<file path="src/rtl/costas_pkg.sv">
package costas_pkg;

   // Lock monitor states
   typedef enum logic {
      LK_SEARCH = 1'b0,
      LK_HELD   = 1'b1
   } lock_state_e;

   // Width of a counter that must reach n inclusive
   function automatic int cnt_width(input int n);
      return (n < 2) ? 1 : $clog2(n + 1);
   endfunction

endpackage

</file>
<file path="src/rtl/cl_pole_lpf.sv">
// Single-pole smoothing section: y += (x - y) >>> K on each enabled cycle.
module cl_pole_lpf #(
   parameter int W = 16,
   parameter int K = 3
) (
   input  logic                clk,
   input  logic                rst_n,
   input  logic                en,
   input  logic signed [W-1:0] x,
   output logic signed [W-1:0] y
);
   localparam int DW = W + 1;

   logic signed [W-1:0]  y_q;
   logic signed [DW-1:0] diff;
   logic signed [DW-1:0] step;

   if (K < 0 || K >= W) begin : g_bad_k
      $error("cl_pole_lpf: K out of range");
   end

   always_comb begin
      diff = DW'(x) - DW'(y_q);
      step = diff >>> K;
   end

   always_ff @(posedge clk) begin
      if (!rst_n)  y_q <= '0;
      else if (en) y_q <= y_q + W'(step);
   end

   assign y = y_q;
endmodule

</file>
<file path="src/rtl/cl_pi_ctrl.sv">
// Proportional-plus-integral loop filter with a clamped integrator.
module cl_pi_ctrl #(
   parameter int ERR_W    = 20,
   parameter int OUT_W    = 24,
   parameter int KP_SHIFT = 2,
   parameter int KI_SHIFT = 6,
   parameter int INT_LIM  = 1 << 18
) (
   input  logic                    clk,
   input  logic                    rst_n,
   input  logic                    en,
   input  logic signed [ERR_W-1:0] err_in,
   output logic signed [OUT_W-1:0] ctl,
   output logic signed [OUT_W-1:0] integ
);
   localparam int SW = OUT_W + 1;
   localparam logic signed [SW-1:0] LIM_P = SW'(INT_LIM);
   localparam logic signed [SW-1:0] LIM_N = -LIM_P;

   logic signed [OUT_W-1:0] integ_q;
   logic signed [OUT_W-1:0] ctl_q;
   logic signed [SW-1:0]    isum;
   logic signed [OUT_W-1:0] integ_nxt;
   logic signed [OUT_W-1:0] prop;

   if (ERR_W > OUT_W) begin : g_bad_w
      $error("cl_pi_ctrl: ERR_W wider than OUT_W");
   end
   if (INT_LIM <= 0 || INT_LIM >= (1 << (OUT_W - 1))) begin : g_bad_lim
      $error("cl_pi_ctrl: INT_LIM out of range");
   end

   always_comb begin
      isum = SW'(integ_q) + SW'(err_in >>> KI_SHIFT);
      if (isum > LIM_P)      integ_nxt = OUT_W'(LIM_P);
      else if (isum < LIM_N) integ_nxt = OUT_W'(LIM_N);
      else                   integ_nxt = OUT_W'(isum);
      prop = OUT_W'(err_in >>> KP_SHIFT);
   end

   always_ff @(posedge clk) begin
      if (!rst_n) begin
         integ_q <= '0;
         ctl_q   <= '0;
      end else if (en) begin
         integ_q <= integ_nxt;
         ctl_q   <= prop + integ_nxt;
      end
   end

   assign ctl   = ctl_q;
   assign integ = integ_q;
endmodule

</file>
<file path="src/rtl/cl_lock_mon.sv">
// Lock flag with hysteresis: set after N samples above thr, cleared below thr/2.
module cl_lock_mon
   import costas_pkg::*;
#(
   parameter int W      = 24,
   parameter int LOCK_N = 16
) (
   input  logic                clk,
   input  logic                rst_n,
   input  logic                en,
   input  logic signed [W-1:0] pwr,
   input  logic signed [W-1:0] thr,
   output logic                locked
);
   localparam int CW = cnt_width(LOCK_N);

   lock_state_e         st_q;
   logic [CW-1:0]       cnt_q;
   logic signed [W-1:0] half_thr;
   logic                above;
   logic                below_half;

   if (LOCK_N < 1) begin : g_bad_n
      $error("cl_lock_mon: LOCK_N must be at least 1");
   end

   always_comb begin
      half_thr   = thr >>> 1;
      above      = pwr > thr;
      below_half = pwr < half_thr;
   end

   always_ff @(posedge clk) begin
      if (!rst_n) begin
         st_q  <= LK_SEARCH;
         cnt_q <= '0;
      end else if (en) begin
         if (above) begin
            if (cnt_q != CW'(LOCK_N)) cnt_q <= cnt_q + 1'b1;
            if (cnt_q >= CW'(LOCK_N - 1)) st_q <= LK_HELD;
         end else begin
            cnt_q <= '0;
            if (below_half) st_q <= LK_SEARCH;
         end
      end
   end

   assign locked = (st_q == LK_HELD);
endmodule

</file>
<file path="src/rtl/costas_bpsk_loop.sv">
// BPSK Costas carrier recovery loop with an external oscillator table.
module costas_bpsk_loop
   import costas_pkg::*;
#(
   parameter int IN_W      = 12,
   parameter int LUT_W     = 12,
   parameter int PHASE_W   = 24,
   parameter int ADDR_W    = 10,
   parameter int ARM_W     = 16,
   parameter int ARM_K     = 3,
   parameter int ERR_SHIFT = 12,
   parameter int ERR_W     = 20,
   parameter int KP_SHIFT  = 2,
   parameter int KI_SHIFT  = 6,
   parameter int INT_LIM   = 1 << 18,
   parameter int PWR_SHIFT = 10,
   parameter int PWR_W     = 24,
   parameter int PWR_K     = 4,
   parameter int LOCK_N    = 16
) (
   input  logic               clk,
   input  logic               rst_n,
   input  logic               in_valid,
   input  logic [IN_W-1:0]    in_sample,
   input  logic [PHASE_W-1:0] base_inc,
   input  logic [PWR_W-1:0]   lock_thr,
   output logic [ADDR_W-1:0]  lut_addr,
   input  logic [LUT_W-1:0]   lut_sin,
   input  logic [LUT_W-1:0]   lut_cos,
   output logic               data_sign,
   output logic [ARM_W-1:0]   i_arm_out,
   output logic [PHASE_W-1:0] loop_err,
   output logic               locked,
   output logic [PWR_W-1:0]   power_est
);
   localparam int MIX_PW = IN_W + LUT_W + 1;
   localparam int SQ_W   = 2 * ARM_W;
   localparam int DSQ_W  = SQ_W + 1;
   localparam int N_ARMS = 2;

   // elaboration checks
   if (ADDR_W > PHASE_W) begin : g_bad_addr
      $error("costas_bpsk_loop: ADDR_W exceeds PHASE_W");
   end
   if (ARM_W < IN_W + 2) begin : g_bad_arm
      $error("costas_bpsk_loop: ARM_W too narrow for mixer output");
   end
   if (ERR_W < SQ_W - ERR_SHIFT || ERR_W > PHASE_W) begin : g_bad_err
      $error("costas_bpsk_loop: ERR_W inconsistent with ARM_W and PHASE_W");
   end
   if (PWR_W < DSQ_W - PWR_SHIFT) begin : g_bad_pwr
      $error("costas_bpsk_loop: PWR_W too narrow");
   end

   // phase accumulator and table address
   logic [PHASE_W-1:0] phase_q;
   logic signed [PHASE_W-1:0] ctl;
   logic signed [PHASE_W-1:0] integ_val;

   always_ff @(posedge clk) begin
      if (!rst_n)        phase_q <= '0;
      else if (in_valid) phase_q <= phase_q + base_inc + ctl;
   end

   assign lut_addr = phase_q[PHASE_W-1 -: ADDR_W];

   // mixers: cosine arm and negated-sine arm
   logic signed [MIX_PW-1:0] x_ext, cos_ext, sin_ext;
   logic signed [MIX_PW-1:0] prod_i, prod_q;
   logic signed [ARM_W-1:0]  arm_mix [N_ARMS];
   logic signed [ARM_W-1:0]  arm_lpf [N_ARMS];

   always_comb begin
      x_ext   = MIX_PW'($signed(in_sample));
      cos_ext = MIX_PW'($signed(lut_cos));
      sin_ext = MIX_PW'($signed(lut_sin));
      prod_i  = x_ext * cos_ext;
      prod_q  = -(x_ext * sin_ext);
      arm_mix[0] = ARM_W'(prod_i >>> (LUT_W - 1));
      arm_mix[1] = ARM_W'(prod_q >>> (LUT_W - 1));
   end

   for (genvar g = 0; g < N_ARMS; g++) begin : g_arm
      cl_pole_lpf #(
         .W (ARM_W),
         .K (ARM_K)
      ) u_arm_lpf (
         .clk   (clk),
         .rst_n (rst_n),
         .en    (in_valid),
         .x     (arm_mix[g]),
         .y     (arm_lpf[g])
      );
   end

   // arm product (phase detector) and power difference
   logic signed [SQ_W-1:0]  ia_ext, qa_ext, eprod;
   logic signed [ERR_W-1:0] err_raw;
   logic signed [DSQ_W-1:0] i_sq, q_sq, sq_diff;
   logic signed [PWR_W-1:0] pwr_in;
   logic signed [PWR_W-1:0] pwr_lpf;

   always_comb begin
      ia_ext  = SQ_W'(arm_lpf[0]);
      qa_ext  = SQ_W'(arm_lpf[1]);
      eprod   = ia_ext * qa_ext;
      err_raw = ERR_W'(eprod >>> ERR_SHIFT);
      i_sq    = DSQ_W'(ia_ext * ia_ext);
      q_sq    = DSQ_W'(qa_ext * qa_ext);
      sq_diff = i_sq - q_sq;
      pwr_in  = PWR_W'(sq_diff >>> PWR_SHIFT);
   end

   cl_pi_ctrl #(
      .ERR_W    (ERR_W),
      .OUT_W    (PHASE_W),
      .KP_SHIFT (KP_SHIFT),
      .KI_SHIFT (KI_SHIFT),
      .INT_LIM  (INT_LIM)
   ) u_pi (
      .clk    (clk),
      .rst_n  (rst_n),
      .en     (in_valid),
      .err_in (err_raw),
      .ctl    (ctl),
      .integ  (integ_val)
   );

   cl_pole_lpf #(
      .W (PWR_W),
      .K (PWR_K)
   ) u_pwr_lpf (
      .clk   (clk),
      .rst_n (rst_n),
      .en    (in_valid),
      .x     (pwr_in),
      .y     (pwr_lpf)
   );

   cl_lock_mon #(
      .W      (PWR_W),
      .LOCK_N (LOCK_N)
   ) u_lock (
      .clk    (clk),
      .rst_n  (rst_n),
      .en     (in_valid),
      .pwr    (pwr_lpf),
      .thr    ($signed(lock_thr)),
      .locked (locked)
   );

   assign i_arm_out = arm_lpf[0];
   assign data_sign = arm_lpf[0][ARM_W-1];
   assign loop_err  = ctl;
   assign power_est = pwr_lpf;
endmodule

</file>
<file path="config.mk">
export PLATFORM = sky130hd
export DESIGN_NAME = costas_bpsk_loop
export DESIGN_NICKNAME = d
export VERILOG_FILES = /design/src/rtl/costas_pkg.sv /design/src/rtl/cl_pole_lpf.sv /design/src/rtl/cl_pi_ctrl.sv /design/src/rtl/cl_lock_mon.sv /design/src/rtl/costas_bpsk_loop.sv
export SDC_FILE = /design/constraint.sdc
export NUM_CORES = 2
export LEC_CHECK = 0
export ABC_CLOCK_PERIOD_IN_PS = 13900
export CORE_MARGIN = 2
export CORE_UTILIZATION = 55
export DETAILED_ROUTE_END_ITERATION = 10
export DONT_BUFFER_PORTS = 1
export GPL_TIMING_DRIVEN = 0
export PLACE_DENSITY_LB_ADDON = 0.12
export SETUP_SLACK_MARGIN = 0.05
export SKIP_CTS_REPAIR_TIMING = 1
export SLEW_MARGIN = 40
export SYNTH_ARGS = -nofsm -noshare
export SYNTH_HDL_FRONTEND = slang
export SYNTH_HIERARCHICAL = 1
export SYNTH_SLANG_ARGS = --single-unit
</file>
<file path="constraint.sdc">
create_clock -name clk -period 13.9 [get_ports clk]
set_clock_uncertainty 0.15 [all_clocks]
set_input_delay 1.39 -clock clk [delete_from_list [all_inputs] [get_ports clk]]
set_output_delay 1.39 -clock clk [all_outputs]
set_load 0.1 [all_outputs]
</file>
After elaboration in Yosys (flattened, before gate mapping)

Index checks and enable logic that the tools add are counted.

Equality and inequality tests: 3
Reduce and logical (&&, ||, !) cells: 3
Muxes and demuxes: 7
$mul: 5
Add/sub/neg operators: 13
Magnitude comparators: 5

Operators with widths:

| cell                 | count |
|---|---|
| $mul 16x16->32       | 3 |
| $add 24x24->24       | 2 |
| $mul 12x12->24       | 2 |
| $mux 24              | 2 |
| $sub 32x32->33       | 1 |
| $add 16x14->16       | 2 |
| $add 24x14->25       | 1 |
| $gt 25x20->1 const B | 1 |
| $lt 25x19->1 const B | 1 |
| $neg 24->25          | 1 |
| $sub 23x24->25       | 1 |
| $add 18x24->24       | 1 |
| $add 24x21->24       | 1 |
| $gt 24x24->1         | 1 |
| $lt 24x23->1         | 1 |
| $sub 13x16->17       | 1 |
| $sub 14x16->17       | 1 |
| $mux 5               | 2 |
| $add 5x1->5 const B  | 1 |
| $ge 5x4->1 const B   | 1 |
| $ne 5x5->1 const B   | 1 |
| $ne 2x2->1 const B   | 2 |
| $mux 1               | 3 |
| $reduce_and 3->1     | 1 |
| 2 further kinds      | 2 |

Bits of input ports: 87
Logic and storage cells: 44
Register bits after elaboration: 134
Output and inout port bits: 76

Longest topological paths before layout

Depth in word-level cells: 6
Gate-level depth with buffers: 50

Modules after synthesis

Netlist, hierarchy kept.

Modules (own cells, without submodules):

| module                               | cells an instance | seq. area each (µm²) | area an instance (µm²) | instances |
|---|---|---|---|---|
| costas_bpsk_loop                     | 4348              | 480.5                | 40634.0                | 1 |
| cl_pi_ctrl                           | 632               | 960.9                | 4867.2                 | 1 |
| cl_pole_lpf (g_arm[0].u_arm_lpf ...) | 216               | 320.3                | 1836.8                 | 2 |
| cl_pole_lpf (u_pwr_lpf)              | 376               | 480.5                | 2991.6                 | 1 |
| cl_lock_mon                          | 187               | 120.1                | 1481.4                 | 1 |

Worst setup path after synthesis

No wires, ideal clock.

Path kind: reg2reg
From: register g_arm[0].u_arm_lpf.y_q[11]
To: register u_pi.ctl_q[23], in the netlist u_pi/ctl[23]
Arrival time: 12.174 ns
Stages on the path, launching flop included: 46
Path buffers: 4
Path slack: 1.444 ns
Library setup time: 0.131 ns
Cells stage by stage: dfxtp_1 -> clkbuf_1 -> clkbuf_1 -> nand2_1 -> fa_1 -> inv_1 -> fa_1 -> inv_1 -> fa_1 -> inv_1 -> fa_1 -> inv_1 -> fa_1 -> inv_1 -> fa_1 -> ha_1 -> and4_1 -> nor2b_1 -> (+10 left out) -> or3_1 -> nor3_1 -> nor3b_1 -> o31ai_1 -> and4b_1 -> o211ai_1 -> buf_2 -> a21oi_2 -> ha_1 -> o21a_1 -> o31ai_1 -> or3b_2 -> a311oi_1 -> a211oi_1 -> o21ai_0 -> a31oi_1 -> xnor2_1 -> o21ai_0

Cells in the longest elaborated chain, start to end: 6
Elaborated cells between the ends (all ways): 7

RTL lines:

| item                   | line                    | RTL |
|---|---|---|
| from (decl)            | cl_pole_lpf.sv:14       | `logic signed [W-1:0] y_q;` |
| from (signal assigned) | cl_pole_lpf.sv:29       | `else if (en) y_q <= y_q + W'(step);` |
| $mul 16x16->32 *       | costas_bpsk_loop.sv:106 | `eprod = ia_ext * qa_ext;` |
| via eprod[31]          | costas_bpsk_loop.sv:97  | `logic signed [SQ_W-1:0] ia_ext, qa_ext, eprod;` |
| $add 24x14->25 *       | cl_pi_ctrl.sv:34        | `isum = SW'(integ_q) + SW'(err_in >>> KI_SHIFT);` |
| $lt 25x19->1           | cl_pi_ctrl.sv:36        | `else if (isum < LIM_N) integ_nxt = OUT_W'(LIM_N);` |
| $mux 24                | cl_pi_ctrl.sv:36        |  |
| $mux 24 *              | cl_pi_ctrl.sv:35        | `if (isum > LIM_P) integ_nxt = OUT_W'(LIM_P);` |
| via u_pi.integ_nxt[19] | cl_pi_ctrl.sv:23        | `logic signed [OUT_W-1:0] integ_nxt;` |
| $add 18x24->24 *       | cl_pi_ctrl.sv:47        | `ctl_q <= prop + integ_nxt;` |
| to (signal assigned)   | cl_pi_ctrl.sv:47        |  |
| to (decl)              | cl_pi_ctrl.sv:21        | `logic signed [OUT_W-1:0] ctl_q;` |

The timed path passes the listed nets; every way through them passes the cells marked *.
A chain may end at the register's enable or synchronous reset.

Final worst setup path

From: register g_arm[1].u_arm_lpf.y_q[14]
To: register u_pi.ctl_q[23], in the netlist u_pi/ctl[23]

Cells in the longest elaborated chain, start to end: 6
Elaborated cells between the ends (all ways): 7

RTL lines:

| item                   | line |
|---|---|
| from (decl)            | cl_pole_lpf.sv:14 |
| from (signal assigned) | cl_pole_lpf.sv:29 |
| $mul 16x16->32 *       | costas_bpsk_loop.sv:106 |
| via eprod[31]          | costas_bpsk_loop.sv:97 |
| $add 24x14->25 *       | cl_pi_ctrl.sv:34 |
| $lt 25x19->1           | cl_pi_ctrl.sv:36 |
| $mux 24                | cl_pi_ctrl.sv:36 |
| $mux 24 *              | cl_pi_ctrl.sv:35 |
| via u_pi.integ_nxt[19] | cl_pi_ctrl.sv:23 |
| $add 18x24->24 *       | cl_pi_ctrl.sv:47 |

Marked as above.

==> results.sh <==
export IMPL_clockRootBuffer="clkbuf_16"
export IMPL_multi_input_area_sq_um=44940
export IMPL_mostFrequentLayoutCells="1,367 x inv_1, 1,098 x fa_1, 605 x ha_1, 523 x nand2_1, 338 x and2_1"
export IMPL_rsz0062_at_grt="no"
export IMPL_fp_row_count=114
export IMPL_drv_slew=0
export IMPL_route_detailed_drc=0
export IMPL_slew_headroom_pct=34.25
export IMPL_io_buffer_count=0
export IMPL_syn_instance_count=5970
export IMPL_fin_util_pct=58.15
export IMPL_wl_per_cell_um=19.80
export IMPL_fin_crit_sh_pct=95.48
export IMPL_drt_first_pass_iters=5
export IMPL_place_inst=7255
export IMPL_area_sequential_sq_um=2801
export IMPL_worst_path_largest_cell_delay_ns=0.78
export IMPL_vias=39670
export IMPL_syn_mean_instance_area_sq_um=8.980
export IMPL_final_common_cell="inv_1"
export IMPL_yosysWarnings=6
export IMPL_gp_congestion=0.9466
export IMPL_cp_data_arrival_time_ns=13.51
export IMPL_grt_max_degree=22
export IMPL_io_pins=163
export IMPL_layout_min_cycle_time_ns=13.27
export IMPL_viasPerCell=5.437
export IMPL_core_sq_um=96710
export IMPL_initial_core_util_pct=55.44
export IMPL_hpwl_um=123000
export IMPL_cp_slowest_cell="dfxtp_1"
export IMPL_cts_buffers=17
export IMPL_crit_fanout=10
export IMPL_wirelength_um=144400
export IMPL_antenna_found_initial=8
export IMPL_start_kind="flop"
export IMPL_crit_required_ns=14.14
export IMPL_grt_pass1_wl_um=232000
export IMPL_first_iter_violations=2402
export IMPL_synth_area_sq_um=53610
export IMPL_clock_sinks=134
export IMPL_grt_usage_pct=30.16
export IMPL_clkTransAtPathRegs_ns=0.07
export IMPL_h_tree_depth=4
export IMPL_fp_dieArea_sq_um=99990
export IMPL_die_w_um=316.2
export IMPL_status="finished clean"
export IMPL_ant_nets=0
export IMPL_hp_class="reg -> reg"
export IMPL_clock_path_buffers=2
export IMPL_grt_ovfl_total=0
export IMPL_final_setup_viol_count=0
export IMPL_drv_cap=0
export IMPL_syn_to_final_growth_pct=4.901
export IMPL_cts_tree="built"
export IMPL_drive_gt1_share_pct=4.955
export IMPL_tightest_slew_ns=0.9863
export IMPL_syn_nets=7762
export IMPL_die_y_um=316.2
export IMPL_hold_violations=0
export IMPL_path_class="reg -> reg"
export IMPL_fmax_mhz=75.35
export IMPL_clock_latency_ns=0.53
export IMPL_fillCellCount=8820
export IMPL_stdcell_count=7295
export IMPL_grt_pass1_vias=41500
export IMPL_num_nets_final=7793
export IMPL_crit_top_cell="fa_1"
export IMPL_end_kind="flop"
[layout make-up]
cell class	instances	area share (%)
inverter	1375	9.177
antenna	5	0.02225
sequential	134	4.981
timing repair buffer	13	0.3248
multi-input combinational	4251	79.90
clock buffer	17	0.7564
buffer	209	1.644
tap	1276	2.839
clock inverter	15	0.3537
[metal layers]
layer	GRT usage [%]	wire length (um)	part of all wire [%]	up-vias
met3	7.214	11200	7.8	253
met2	47.91	66330	46	1123
met1	40.84	62030	43	19790
li1	-	-	-	18500
met4	9.798	4853	3.4	2
met5	0	9	0.0062	-
[state kept, by name, indices dropped and copies added, names as in the netlist]
register	cells
u_lock/cnt_q	5
g_arm.u_arm_lpf/y	32
phase_q	24
u_pwr_lpf/y	24
u_lock/locked	1
u_pi/integ	24
u_pi/ctl	24
[path summary, 6_finish.rpt]
check | depth (start not counted) | endpoint | from | slack, ns
max reg2reg | 46 | u_pi/ctl[23] | g_arm[1].u_arm_lpf/y[14] | 0.63
min | 1 | u_pi/integ[20] | u_pi/integ[20] | 0.32
max | 46 | u_pi/ctl[23] | g_arm[1].u_arm_lpf/y[14] | 0.63
min reg2reg | 1 | u_pi/integ[20] | u_pi/integ[20] | 0.32
[worst max-delay path: cells and delay by family, from the launching register on]
kind	cells	cell delay [ns]
simple gates	6	1.82
buf+inv	9	2.02
fa+ha+maj	9	3.91
xor+xnor	2	0.32
compound gates	20	4.07
flops	1	0.78
[stage by stage]
step           TNS (ns)  instance area, sq um  hold slack, ns  worst slack [ns]
3_5_place_dp     -2.008                 55490          0.3009           -0.4971
2_1_floorplan         0                 53610          0.2816             1.444
4_1_cts          -2.422                 56120          0.3188           -0.5309
3_3_place_gp     -24.77                 55210          0.2886            -1.875
6_report              0                 56240          0.3176            0.6283
5_1_grt               0                 56230          0.3304           0.04435
Power is not shown: default switching activity piles up to over one toggle a cycle in this logic, so the estimate is an artifact.
